## src/rtl/fsu_pkg.sv

```systemverilog
package fsu_pkg;

    // syndrome layout
    localparam int SYN_W    = 12;
    localparam int CAUSE_W  = 5;
    localparam int RIDX_W   = 5;
    localparam int RIDX_LSB = 5;
    localparam int DIR_BIT  = 10;
    localparam int SIZE_BIT = 11;

    localparam int MASK_W   = 2;
    localparam int FLAG_N   = 4;

    // source slots, index order is priority order (0 highest)
    localparam int NSRC      = 4;
    localparam int SLOT_STK  = 0;
    localparam int SLOT_UNAL = 1;
    localparam int SLOT_BUS  = 2;
    localparam int SLOT_FPU  = 3;

    typedef enum logic [CAUSE_W-1:0] {
        CAUSE_NONE    = 5'd0,
        CAUSE_UNALIGN = 5'd1,
        CAUSE_IBUS    = 5'd2,
        CAUSE_DBUS    = 5'd3,
        CAUSE_DIVZERO = 5'd5,
        CAUSE_FPU     = 5'd6,
        CAUSE_STACK   = 5'd7
    } cause_e;

    typedef struct packed {
        logic             hit;       // source fired and competes
        logic             set_addr;  // winner loads the address register
        logic             set_syn;   // winner loads the syndrome
        logic             raise;     // winner requests an exception
        logic             addr_bus;  // address comes from the bus error port
        logic [SYN_W-1:0] syn;
    } fault_t;

    function automatic logic [SYN_W-1:0] pack_syn(
        input cause_e            cause,
        input logic              is_store,
        input logic [RIDX_W-1:0] ridx,
        input logic              is_word
    );
        logic [SYN_W-1:0] s;
        s                       = '0;
        s[CAUSE_W-1:0]          = cause;
        s[RIDX_LSB +: RIDX_W]   = ridx;
        s[DIR_BIT]              = is_store;
        s[SIZE_BIT]             = is_word;
        return s;
    endfunction

endpackage

```

## src/rtl/fsu_fault_detect.sv

```systemverilog
module fsu_fault_detect
    import fsu_pkg::*;
#(
    parameter int ADDR_W = 32
) (
    input  logic                     acc_valid,
    input  logic [ADDR_W-1:0]        acc_addr,
    input  logic [MASK_W-1:0]        acc_mask,
    input  logic                     acc_write,
    input  logic [RIDX_W-1:0]        acc_rd,
    input  logic                     stk_check,
    input  logic [ADDR_W-1:0]        stk_lo,
    input  logic [ADDR_W-1:0]        stk_hi,
    input  logic                     berr_valid,
    input  logic                     berr_fetch,
    input  logic                     fpu_valid,
    input  logic [FLAG_N-1:0]        fpu_flags,
    input  logic                     exc_enable,
    input  logic                     cfg_ibus_exc,
    input  logic                     cfg_dbus_exc,
    input  logic                     cfg_fpu_exc,
    output fault_t [NSRC-1:0]        faults
);

    logic out_of_window;
    logic misaligned;
    logic is_word;
    logic bus_cfg_ok;

    assign out_of_window = (acc_addr < stk_lo) || (acc_addr > stk_hi);
    assign misaligned    = |(acc_addr[MASK_W-1:0] & acc_mask);
    assign is_word       = (acc_mask == {MASK_W{1'b1}});
    assign bus_cfg_ok    = berr_fetch ? cfg_ibus_exc : cfg_dbus_exc;

    always_comb begin
        faults = '0;

        faults[SLOT_STK].hit      = stk_check && out_of_window;
        faults[SLOT_STK].set_addr = 1'b1;
        faults[SLOT_STK].set_syn  = 1'b1;
        faults[SLOT_STK].raise    = 1'b1;
        faults[SLOT_STK].syn      = pack_syn(CAUSE_STACK, 1'b0, '0, 1'b0);

        faults[SLOT_UNAL].hit      = acc_valid && misaligned;
        faults[SLOT_UNAL].set_addr = 1'b1;
        faults[SLOT_UNAL].set_syn  = 1'b1;
        faults[SLOT_UNAL].raise    = exc_enable;
        faults[SLOT_UNAL].syn      = pack_syn(CAUSE_UNALIGN, acc_write, acc_rd, is_word);

        faults[SLOT_BUS].hit      = berr_valid && exc_enable;
        faults[SLOT_BUS].set_addr = 1'b1;
        faults[SLOT_BUS].set_syn  = bus_cfg_ok;
        faults[SLOT_BUS].raise    = bus_cfg_ok;
        faults[SLOT_BUS].addr_bus = 1'b1;
        faults[SLOT_BUS].syn      = pack_syn(berr_fetch ? CAUSE_IBUS : CAUSE_DBUS,
                                             1'b0, '0, 1'b0);

        faults[SLOT_FPU].hit     = fpu_valid && (|fpu_flags) && cfg_fpu_exc && exc_enable;
        faults[SLOT_FPU].set_syn = 1'b1;
        faults[SLOT_FPU].raise   = 1'b1;
        faults[SLOT_FPU].syn     = pack_syn(CAUSE_FPU, 1'b0, '0, 1'b0);
    end

endmodule

```

## src/rtl/fsu_prio_sel.sv

```systemverilog
module fsu_prio_sel
    import fsu_pkg::*;
(
    input  fault_t [NSRC-1:0] faults,
    output fault_t            winner
);

    // scan from lowest to highest priority so the highest hit is kept last
    always_comb begin
        winner = '0;
        for (int i = NSRC - 1; i >= 0; i--) begin
            if (faults[i].hit) begin
                winner = faults[i];
            end
        end
    end

endmodule

```

## src/rtl/fsu_fpu_sticky.sv

```systemverilog
module fsu_fpu_sticky
    import fsu_pkg::*;
(
    input  logic              clk,
    input  logic              rst,
    input  logic              fpu_valid,
    input  logic [FLAG_N-1:0] fpu_flags,
    output logic [FLAG_N-1:0] status
);

    for (genvar g = 0; g < FLAG_N; g++) begin : g_flag
        logic bit_q;
        always_ff @(posedge clk) begin
            if (rst) begin
                bit_q <= 1'b0;
            end else if (fpu_valid && fpu_flags[g]) begin
                bit_q <= 1'b1;
            end
        end
        assign status[g] = bit_q;
    end

endmodule

```

## src/rtl/fault_syndrome_unit.sv

```systemverilog
module fault_syndrome_unit
    import fsu_pkg::*;
#(
    parameter int ADDR_W = 32
) (
    input  logic              clk,
    input  logic              rst,
    input  logic              acc_valid,
    input  logic [ADDR_W-1:0] acc_addr,
    input  logic [1:0]        acc_mask,
    input  logic              acc_write,
    input  logic [4:0]        acc_rd,
    input  logic              stk_check,
    input  logic [ADDR_W-1:0] stk_lo,
    input  logic [ADDR_W-1:0] stk_hi,
    input  logic              berr_valid,
    input  logic              berr_fetch,
    input  logic [ADDR_W-1:0] berr_addr,
    input  logic              fpu_valid,
    input  logic [3:0]        fpu_flags,
    input  logic              exc_enable,
    input  logic              cfg_ibus_exc,
    input  logic              cfg_dbus_exc,
    input  logic              cfg_fpu_exc,
    output logic [ADDR_W-1:0] exc_addr,
    output logic [11:0]       exc_syn,
    output logic [3:0]        fpu_status,
    output logic              exc_req
);

    fault_t [NSRC-1:0] faults;
    fault_t            winner;

    logic [ADDR_W-1:0] addr_q;
    logic [SYN_W-1:0]  syn_q;
    logic              req_q;

    fsu_fault_detect #(.ADDR_W(ADDR_W)) detect_i (
        .acc_valid    (acc_valid),
        .acc_addr     (acc_addr),
        .acc_mask     (acc_mask),
        .acc_write    (acc_write),
        .acc_rd       (acc_rd),
        .stk_check    (stk_check),
        .stk_lo       (stk_lo),
        .stk_hi       (stk_hi),
        .berr_valid   (berr_valid),
        .berr_fetch   (berr_fetch),
        .fpu_valid    (fpu_valid),
        .fpu_flags    (fpu_flags),
        .exc_enable   (exc_enable),
        .cfg_ibus_exc (cfg_ibus_exc),
        .cfg_dbus_exc (cfg_dbus_exc),
        .cfg_fpu_exc  (cfg_fpu_exc),
        .faults       (faults)
    );

    fsu_prio_sel prio_i (
        .faults (faults),
        .winner (winner)
    );

    fsu_fpu_sticky sticky_i (
        .clk       (clk),
        .rst       (rst),
        .fpu_valid (fpu_valid),
        .fpu_flags (fpu_flags),
        .status    (fpu_status)
    );

    always_ff @(posedge clk) begin
        if (rst) begin
            addr_q <= '0;
            syn_q  <= '0;
            req_q  <= 1'b0;
        end else begin
            req_q <= winner.hit && winner.raise;
            if (winner.hit && winner.set_addr) begin
                addr_q <= winner.addr_bus ? berr_addr : acc_addr;
            end
            if (winner.hit && winner.set_syn) begin
                syn_q <= winner.syn;
            end
        end
    end

    assign exc_addr = addr_q;
    assign exc_syn  = syn_q;
    assign exc_req  = req_q;

endmodule

```

## config.mk

```make
export PLATFORM = sky130hd
export DESIGN_NAME = fault_syndrome_unit
export DESIGN_NICKNAME = d
export VERILOG_FILES = /design/src/rtl/fsu_pkg.sv /design/src/rtl/fsu_fault_detect.sv /design/src/rtl/fsu_prio_sel.sv /design/src/rtl/fsu_fpu_sticky.sv /design/src/rtl/fault_syndrome_unit.sv
export SDC_FILE = /design/constraint.sdc
export NUM_CORES = 1
export LEC_CHECK = 0
export BUFFER_PORTS_ARGS = -buffer_cell sky130_fd_sc_hd__buf_2
export CORE_AREA = 3 3 95 97
export CTS_BUF_LIST = sky130_fd_sc_hd__clkbuf_8
export DETAILED_ROUTE_END_ITERATION = 8
export DIE_AREA = 0 0 98 100
export GPL_TIMING_DRIVEN = 1
export HOLD_SLACK_MARGIN = 0.1
export PLACE_DENSITY = 0.85
export SKIP_CTS_REPAIR_TIMING = 1
export SLEW_MARGIN = 10
export SYNTH_ARGS = -nofsm -noshare
export SYNTH_HDL_FRONTEND = slang
export SYNTH_SLANG_ARGS = --single-unit
```

## constraint.sdc

```tcl
create_clock -name clk -period 3.4 [get_ports clk]
set_clock_uncertainty 0.1 [all_clocks]
set_input_delay 0.68 -clock clk [delete_from_list [all_inputs] [get_ports clk]]
set_output_delay 0.68 -clock clk [all_outputs]
set_load 0.05 [all_outputs]
```

==> metrics, run 1 <==
H-tree lvl count 2; DRC 0; DP Area 5020 um^2; Async SR Flop Fraction 0; post-synthesis register bit count 47; count of final max-slew check failures 0; Worst Path Max Fanout 33; Ports 200; effective utilization at floorplan 0.481; post-route design area roughly 5000 um^2; DR vias/cell between 5 and 6; Hold Startpoint sticky_i.g_flag[3].bit_q; worst r2r path cells 2; RR Startpoint exc_addr[29]; fmax 323 MHz; Die Y ~100 um; RSZ-0062 raised after global routing no; Synth Area per Inst roughly 8.7 um^2; gr usage total 0.249; chip width approximately 100 um; post-route ant nets 0; Area Growth Syn to Fin 29.9%; Gate Count Post-Synth 454; Die Area between 9000 and 10000 um^2; PortBufs 197; total CTS buffers 5; Critical R2R Capture exc_addr[29]; Critical Path RT 3.43 ns; later-pin clock latency in the skew report approximately 0.3 ns; complex-gate fraction of the synthesized area 0.268; period utilization 0.911; Routed Wire Length between 10000 and 15000 um; HP Class reg2reg; Worst Path Arrival around 3.1 ns; Hold Crit Depth 2; Post-Synth Adder-Cell Area 0.199; vias in the first global route about 4300; Avg WL per Cell between 15 and 20 um; nets@finish about 850; layout cells sized above 1 0.389; clk sink count 47; pre-CTS setup slack around 0.012 ns; post-synthesis simple-gate area fraction 0.105; largest net degree at the start of global routing 72; Top FF cell, synth dfxtp_1; CTS tree done; Min-Delay Endpoint sticky_i.g_flag[3].bit_q; Post-synth EDFFs 0; worst slew pin tran about 0.86 ns; final core occ 0.626; Post-Syn Area roughly 4000 um^2; min Tclk post-route between 3 and 4 ns; Yosys warnings 0; Via Count 4202; largest family of logic cells by synthesized area compound AO/OA/AOI/OAI gates; Rel. slew slack 0.427; Clock Pin Slew Worst Setup and Hold Paths 0.08 ns; Pwr Density approximately 360 nW/um^2; Synth cell types between 40 and 50; HPWL after DPL 10200 um; register area share after synthesis 0.238; total grt overflow 0; initial antenna violation count 0; setup slack, reg-to-reg between 2 and 2.5 ns; gpl congestion roughly 0.90; FP Rows 33; Synth Area in XOR/XNOR 0; Peak supply drop between 0.2 and 0.25 mV; Critical Path End Type flip-flop; setup TNS 0 ns; DRT Pass-1 Iters 4; Final setup viols 0; final worst slack roughly 0.30 ns; Leakage Power between 2 and 3 nW; total core area between 8000 and 9000 um^2; worst-case clock buffer depth 2; status finished clean; type of the worst setup path in2reg; Root Buffer clkbuf_8; Final Hold Slack approximately 0.37 ns; Initial DRC Count approximately 140; mux cell area share after synthesis 0.0835; final hold violation count 0; max cap viols 0; startpoint types input pin; first-pass GRT wire length about 20000 um; n_diodes 0
kinds of logic (layout without fill, tap and decap cells):
kind of cell               after synthesis  count (layout)
buffers and inverters                   97             280
and+or+nand+nor                         82              82
AOI/OAI and AO/OA                      131             131
muxes                                   33              33
DFF                                     47              47
adders and majority gates               63              63
other                                    1               2
cells in the mapped netlist, types with 2 or more instances:
| master | instances | area (um^2) |
|---|---|---|
| buf_6 | 4 | 45.0 |
| nand3b_1 | 2 | 15.0 |
| buf_1 | 4 | 15.0 |
| buf_4 | 6 | 45.0 |
| and4_1 | 2 | 17.5 |
| a21oi_1 | 39 | 195 |
| a311oi_2 | 26 | 390 |
| a221oi_1 | 2 | 17.5 |
| nor4_1 | 3 | 18.8 |
| ha_1 | 63 | 788 |
| a31oi_1 | 33 | 206 |
| dfxtp_1 | 47 | 941 |
| o211ai_1 | 2 | 15.0 |
| nor2_1 | 15 | 56.3 |
| nand2_1 | 25 | 93.8 |
| a21o_1 | 4 | 30.0 |
| a311oi_1 | 6 | 52.6 |
| o21ai_0 | 9 | 45.0 |
| inv_1 | 63 | 236 |
| mux2i_1 | 33 | 330 |
| nand4_1 | 10 | 62.6 |
| nor2b_1 | 2 | 12.5 |
| and2_1 | 3 | 18.8 |
| clkbuf_1 | 19 | 71.3 |
| nand3_1 | 15 | 75.1 |
how the worst max path moves through the flow:
stage / from / endpoint / slack, ns / cells after the start
after floorplan: stk_lo[1] / exc_addr[0] / 0.24 / 11
after global placement: acc_addr[1] / exc_addr[7] / 0.09 / 9
after detailed placement: acc_addr[1] / exc_addr[12] / 0.01 / 9
after CTS: acc_addr[1] / exc_addr[12] / 0.32 / 9
after global routing: acc_addr[30] / exc_addr[20] / 0.20 / 11
final: acc_addr[1] / exc_addr[12] / 0.30 / 9
per-layer routing:
metal  share of wire  track usage  wire length [um]  vias up
met5               0            0                 0        -
met4           0.019       0.0735               236        0
met3           0.076       0.0486               965       28
met2            0.51        0.453              6400      204
met1            0.40        0.297              5040     1940
li1                -            -                 -     2030
per-stage QoR:
step / std cells / power (mW)
floorplan: 455 / 1.19
detailed placement: 735 / 1.45
CTS: 743 / 1.88
global route: 743 / 1.98
global placement: 735 / 1.42
finish: 743 / 1.87
critical path, cell delays in order:
cell and delay [ns]:
buf_2 0.13, ha_1 0.33, a2111oi_4 0.30, nor4b_1 0.09, or4b_1 0.51, a2111o_1 0.44, buf_4 0.27, a31oi_1 0.28
a311oi_2 0.08
final cells by class:
type,instances,area (um^2)
tap,105,131
fill,747,3080
multi-input combinational,311,2610
timing repair buffer,209,1100
inverter,63,236
clock buffer,6,82.6
sequential,47,941
clock inverter,2,35.0
where the power goes:
part           internal, mW  switching, mW  total (mW)
sequential            0.607         0.0318       0.639
combinational         0.286          0.517       0.804
clock                 0.238          0.193       0.431
total                  1.13          0.742        1.87
state kept, by name, indices dropped and copies added (netlist names):
| register | cells |
|---|---|
| exc_syn | 10 |
| exc_addr | 32 |
| sticky_i.g_flag.bit_q | 4 |
| exc_req | 1 |
placed cells by master, fill, tap and decap left out, types with 3 or more instances in the layout:
master | Yosys | routed
a21o_1 | 4 | 4
a21oi_1 | 39 | 39
a311oi_1 | 6 | 6
a311oi_2 | 26 | 26
a31oi_1 | 33 | 33
buf_2 | 1 | 197
buf_4 | 6 | 10
clkbuf_8 | 0 | 6
dfxtp_1 | 47 | 47
ha_1 | 63 | 63
inv_1 | 63 | 63
mux2i_1 | 33 | 33
nand2_1 | 25 | 23
nand3_1 | 15 | 15
nand4_1 | 10 | 10
nor2_1 | 15 | 15
nor4_1 | 3 | 3
o21ai_0 | 9 | 9
Power figures use the tool's default switching activity.
==> run 2: changes to the inputs <==
--- a/config.mk
+++ b/config.mk
@@ -6,13 +6,13 @@
 export NUM_CORES = 1
 export LEC_CHECK = 0
 export BUFFER_PORTS_ARGS = -buffer_cell sky130_fd_sc_hd__buf_2
-export CORE_AREA = 3 3 95 97
+export CORE_AREA = 3 3 104 106
 export CTS_BUF_LIST = sky130_fd_sc_hd__clkbuf_8
 export DETAILED_ROUTE_END_ITERATION = 8
-export DIE_AREA = 0 0 98 100
+export DIE_AREA = 0 0 107 109
 export GPL_TIMING_DRIVEN = 1
 export HOLD_SLACK_MARGIN = 0.1
-export PLACE_DENSITY = 0.85
+export PLACE_DENSITY = 0.72
 export SKIP_CTS_REPAIR_TIMING = 1
 export SLEW_MARGIN = 10
 export SYNTH_ARGS = -nofsm -noshare
==> run 2 against run 1 <==
- first-iteration DRC count up 42%
- maximum frequency increased by 0.25%
- global-route usage is 4.3 points lower
- sequential share of layout area decreased by 0.17 points
- non-clock buffer count unchanged
- combinational power about the same
- wire length fell by 0.28%
==> metrics, run 2 (same netlist as run 1, synthesis figures left out) <==
status finished clean; count of final max-slew check failures 0 (unchanged); Avg WL per Cell 16.3 um (-3.9%); Worst Path Max Fanout 33 (unchanged); pre-CTS setup slack -0.00861 ns (-0.0201 ns); Final Hold Slack 0.370 ns (+0.00284 ns); Power Internal 1.13 mW (-0.12%); area of the multi-input gates 2610 um^2 (unchanged); most frequent cells in the layout buf_2 (197), inv_1 (63), ha_1 (63); worst-case clock buffer depth 2 (unchanged); setup TNS 0 ns (unchanged); vias in the first global route 4053 (-5.6%); largest net degree at the start of global routing 48 (-33%); total CTS buffers 5 (unchanged); post-route ant nets 0 (unchanged); period utilization 0.908 (-0.00227); clock power share 0.230 (about the same); Critical Path End Type flip-flop; Initial DRC Count 198 (+42%); later-pin clock latency in the skew report 0.29 ns (about the same); Slowest cell on crit path or4b_1; register area 941 um^2 (unchanged); layout cells sized above 1 0.389 (unchanged); Peak supply drop 0.196 mV (-21%); Area Growth Syn to Fin 31.1%; cell chain of the critical path buf_2 > ha_1 > a2111oi_4 > nor4b_1 > or4b_1 > a2111o_1 > buf_4 > a31oi_1 > a311oi_2; Fillers 917 (+23%); Via Count 4192 (-0.24%); final worst slack 0.311 ns (+0.00772 ns); fmax 324 MHz (+0.25%); Die Area 11700 um^2 (+19%); Reg power frac 0.341 (about the same); startpoint types input pin; Worst Path Arrival 3.14 ns (+0.02 ns); Die Y 109 um (+9.0%); HP Class reg2reg; DP Area 5070 um^2 (+0.95%); Comb power frac 0.429 (about the same); placed cell count 763 (+3.8%); Worst path max stage delay 0.49 ns (-0.02 ns); net switching fraction of the power 0.394 (-0.00169); nets@finish 851 (unchanged); DRC 0 (unchanged); switching power 0.736 mW (-0.82%); min Tclk post-route 3.09 ns (-0.00772 ns); fin cells 771 (+3.8%); Final setup viols 0 (unchanged); Ports 200 (unchanged); DR vias/cell 5.44 (-3.9%); Pwr Density 360 nW/um^2 (-1.3%); gpl congestion 0.931 (+3.6%); chip width 107 um (+9.2%); post-route design area 5190 um^2 (+0.93%); total grt overflow 0 (unchanged); most common cell after layout, fill and taps aside buf_2; max cap viols 0 (unchanged); max reg flops 32 (unchanged); Routed Wire Length 12600 um (-0.28%); clk sink count 47 (unchanged); Clock Pin Slew Worst Setup and Hold Paths 0.08 ns (about the same); H-tree lvl count 2 (unchanged); initial antenna violation count 0 (unchanged); worst slew pin tran 0.684 ns (-0.175 ns); HPWL after DPL 10300 um (+0.67%); final core occ 0.526 (-0.0997); gr usage total 0.206 (-0.0426); CTS tree done; n_diodes 0 (unchanged); DRT Pass-1 Iters 5 (+1); PortBufs 197 (unchanged); effective utilization at floorplan 0.401 (-0.0804); final hold violation count 0 (unchanged); Power Total 1.87 mW (-0.40%); first-pass GRT wire length 19500 um (-3.1%); FP Rows 36 (+9.1%); Leakage Power 2.82 nW (+0.24%); RSZ-0062 raised after global routing no; Rel. slew slack 0.542 (+0.115); type of the worst setup path in2reg; total core area 9860 um^2 (+20%); Critical Path RT 3.46 ns (+0.03 ns); Root Buffer clkbuf_8
run 2: cell types whose count changed in the layout (fill, tap and decap cells not counted):
cell,previous run,this run
buf_12,2,3
buf_4,10,9
run 2: metal layers:
layer	share of wire	GRT usage
met1	0.43	0.268
met2	0.47	0.355
met3	0.078	0.0355
met4	0.017	0.0539
met5	0	0
run 2: worst max-delay path: cells and delay by family:
kind            cells  cell delay, ns
simple gates        2            0.59
fa+ha+maj           1            0.32
buf+inv             2            0.38
compound gates      4            1.17
run 2: path summary, 6_finish.rpt:
| kind | from | endpoint | slack (ns) | cells after the start |
|---|---|---|---|---|
| worst max-delay path | acc_addr[1] | exc_addr[15] | 0.31 | 9 |
| worst min-delay path | exc_syn[8] | exc_syn[8] | 0.37 | 2 |
| worst min register to register | exc_syn[8] | exc_syn[8] | 0.37 | 2 |
| worst max register to register | exc_addr[0] | exc_addr[0] | 2.44 | 2 |
run 2: area by class of cell:
type                    instances  share of cell area
multi-input cells             311               0.504
repair buffers                209               0.215
flip-flops and latches         47               0.181
inverters                      63              0.0456
well taps                     133              0.0321
clock buffers                   6              0.0159
clock inverters                 2             0.00675
run 2: power by group through the flow:
stage	Sequential, mW	Combinational (mW)	Clock [mW]
after detailed placement	0.647	0.800	0
final	0.636	0.801	0.429
after global placement	0.648	0.780	0
after global routing	0.642	0.867	0.459
after floorplan	0.828	0.367	0
after CTS	0.637	0.803	0.439
==> run 3: changes to the inputs <==
--- a/config.mk
+++ b/config.mk
@@ -6,15 +6,16 @@
 export NUM_CORES = 1
 export LEC_CHECK = 0
 export BUFFER_PORTS_ARGS = -buffer_cell sky130_fd_sc_hd__buf_2
-export CORE_AREA = 3 3 104 106
+export CORE_AREA = 3 3 115 117
 export CTS_BUF_LIST = sky130_fd_sc_hd__clkbuf_8
 export DETAILED_ROUTE_END_ITERATION = 8
-export DIE_AREA = 0 0 107 109
+export DIE_AREA = 0 0 118 120
 export GPL_TIMING_DRIVEN = 1
 export HOLD_SLACK_MARGIN = 0.1
-export PLACE_DENSITY = 0.72
+export PLACE_DENSITY = 0.7
 export SKIP_CTS_REPAIR_TIMING = 1
 export SLEW_MARGIN = 10
 export SYNTH_ARGS = -nofsm -noshare
 export SYNTH_HDL_FRONTEND = slang
+export SYNTH_HIERARCHICAL = 1
 export SYNTH_SLANG_ARGS = --single-unit
==> run 3 against run 2 <==
- the flow now finishes with violations (negative setup slack)
- combinational power grew 69%
- count of clock-buffer cells in the layout is the same
- final area rose by 25%
- non-clock buffer count is 45 higher
- first-iteration DRC count grew 32%
- power up 29%
- global-route usage decreased by 0.82 points
==> metrics, run 3 <==
Power Total 2.41 mW (+29%); gpl congestion 0.859 (-7.7%); chip width 118 um (+10%); DRC 0 (unchanged); top cell type's share of synthesized area 0.200 (-0.0380); Top FF cell, synth dfxtp_1; Power Internal 1.34 mW (+19%); setup slack, reg-to-reg 2.54 ns (+0.10 ns); final worst slack -0.0337 ns (-0.345 ns); Comb power frac 0.558 (+0.129); Synth cell types 50 (+19%); Gate Count Post-Synth 587 (+29%); Min-Delay Endpoint sticky_i/g_flag[2].bit_q; total grt overflow 0 (unchanged); type of the worst setup path in2reg; Setup crit start acc_addr[5]; worst-case clock buffer depth 2 (unchanged); Async SR Flop Fraction 0 (unchanged); n_diodes 0 (unchanged); Post-Syn Area 4910 um^2 (+24%); register area share after synthesis 0.200 (-0.0380); gr usage total 0.198 (-0.00816); Pwr Density 371 nW/um^2 (+3.2%); Critical R2R Capture exc_syn[9]; CTS tree done; total CTS buffers 5 (unchanged); fmax 291 MHz (-10%); Yosys warnings 6 (+6); PortBufs 199 (+1.0%); DRT Pass-1 Iters 5 (unchanged); Critical Path RT 3.49 ns (+0.03 ns); Fillers 1191 (+30%); worst slew pin tran 0.577 ns (-0.107 ns); RR Startpoint exc_syn[9]; CP most frequent cell a211oi_2; max reg flops 32 (unchanged); Rel. slew slack 0.615 (+0.0729); Worst Path Max Fanout 12 (-64%); Worst Path Arrival 3.53 ns (+0.39 ns); DR vias/cell 4.91 (-9.7%); Ports 200 (unchanged); Clock Pin Slew Worst Setup and Hold Paths 0.09 ns (about the same); nets@finish 1016 (+19%); switching power 1.07 mW (+46%); period utilization 1.01 (+0.102); most frequent cells after synthesis a21oi_1 (85), buf_4 (69), inv_1 (66); status finished, violations left; Worst path max stage delay 0.54 ns (+0.05 ns); Critical Path End Type flip-flop; area of the multi-input gates 3350 um^2 (+28%); Initial DRC Count 262 (+32%); setup TNS -0.280 ns (-0.280 ns); register area 981 um^2 (+4.3%); vias in the first global route 4461 (+10%); Area Growth Syn to Fin 32.4%; Final setup viols 19 (+19); max cap viols 0 (unchanged); GRT busiest layer met2; HPWL after DPL 11700 um (+14%); most common cell in the netlist a21oi_1; Leakage Power 3.33 nW (+18%); DP Area 6090 um^2 (+20%); post-route design area 6500 um^2 (+25%); Synth Area per Inst 8.36 um^2 (-4.0%); top cells by area, synth dfxtp_1 (20%), ha_1 (16%), buf_4 (11%); Peak supply drop 0.189 mV (-3.6%); Reg power frac 0.291 (-0.050); min Tclk post-route 3.43 ns (+0.345 ns); total core area 12500 um^2 (+26%); Hold Startpoint sticky_i/g_flag[2].bit_q; initial antenna violation count 0 (unchanged); Routed Wire Length 15600 um (+24%); clock power share 0.151 (-0.079); most frequent cells in the layout buf_2 (191), a21oi_1 (84), inv_1 (62); most common cell after layout, fill and taps aside buf_2; violated checks negative setup slack; met3 Use GR 0.0410 (+0.00548); fin cells 974 (+26%); HP Class reg2reg; RSZ-0062 raised after global routing yes; H-tree lvl count 2 (unchanged); count of final max-slew check failures 0 (unchanged); final hold violation count 0 (unchanged); Via Count 4783 (+14%); met1 Use GR 0.254 (-0.0141); Avg WL per Cell 16.0 um (-2.1%); final core occ 0.521 (-0.00455); worst r2r path cells 2 (unchanged); Post-synth EDFFs 0 (unchanged); largest net degree at the start of global routing 46 (-4.2%); placed cell count 959 (+26%); Root Buffer clkbuf_8; layout cells sized above 1 0.429 (+0.0402); first-pass GRT wire length 22700 um (+17%); later-pin clock latency in the skew report 0.31 ns (+0.02 ns); Hold Crit Depth 2 (unchanged); post-route ant nets 0 (unchanged); Die Y 120 um (+10%); effective utilization at floorplan 0.394 (-0.00721); startpoint types input pin; net switching fraction of the power 0.445 (+0.0507); largest area contributor in the netlist dfxtp_1; cell chain of the critical path buf_6 > ha_4 > and4_4 > o21ai_2 > or4_4 > a211oi_2 > nor4_2 > a311o_2 > nand2b_4 > o22ai_4 > a21oi_4 > buf_4 > buf_12 > mux2i_2 > a211oi_2; Die Area 14200 um^2 (+21%); FP Rows 41 (+14%); post-synthesis register bit count 49 (+4.3%); clk sink count 49 (+4.3%); Slowest cell on crit path or4_4; met2 usage 0.343 (-0.0121)
-- run 3: kinds of logic (layout without fill, tap and decap cells) --
kind of cell / count (synthesis) / count (layout) / share of synthesized area
muxes: 33 / 33 / 0.0675
other: 2 / 53 / 0.00153
AOI/OAI and AO/OA: 186 / 186 / 0.274
adders and majority gates: 63 / 63 / 0.161
buffers and inverters: 164 / 327 / 0.201
and+or+nand+nor: 90 / 91 / 0.0953
DFF: 49 / 49 / 0.200
-- run 3: layer usage --
metal	wire length, um	share of wire	up-vias
li1	-	-	2411
met1	6810	0.44	2169
met2	7560	0.49	182
met3	974	0.063	21
met4	230	0.015	0
met5	0	0	-
-- run 3: worst max-delay path by stage --
| stage | to | slack, ns | cells after the start |
|---|---|---|---|
| 5_1_grt | exc_addr[27] | -0.15 | 15 |
| 6_report | exc_addr[6] | -0.03 | 15 |
| 3_5_place_dp | exc_addr[31] | -0.49 | 12 |
| 3_3_place_gp | exc_addr[12] | -0.36 | 14 |
| 4_1_cts | exc_addr[27] | -0.15 | 12 |
| 2_1_floorplan | exc_addr[0] | -0.13 | 16 |
-- run 3: worst max-delay path, delay by kind of cell --
family | cells | cell delay, ns
adder cells (fa/ha/maj) | 1 | 0.26
buffers and inverters | 3 | 0.40
AND/OR/NAND/NOR | 4 | 1.00
AO/OA/AOI/OAI | 6 | 0.93
multiplexers | 1 | 0.23
-- run 3: cell type report --
class,instances,share of cell area
well taps,172,0.0331
repair buffers,254,0.247
clock inverters,1,0.000578
multi-input cells,426,0.515
clock buffers,6,0.0127
inverters,66,0.0404
flip-flops and latches,49,0.151
-- run 3: per-stage QoR --
step | setup WS [ns] | hold WS, ns
floorplan | -0.133 | 0.338
global placement | -0.360 | 0.345
detailed placement | -0.493 | 0.357
CTS | -0.148 | 0.380
global route | -0.148 | 0.414
finish | -0.0337 | 0.382
-- run 3: power by group through the flow --
stage	Sequential (mW)	Combinational, mW	Clock, mW
floorplan	0.986	0.659	0
global placement	0.715	1.22	0
detailed placement	0.715	1.24	0
CTS	0.703	1.24	0.376
global route	0.711	1.45	0.396
finish	0.703	1.35	0.364
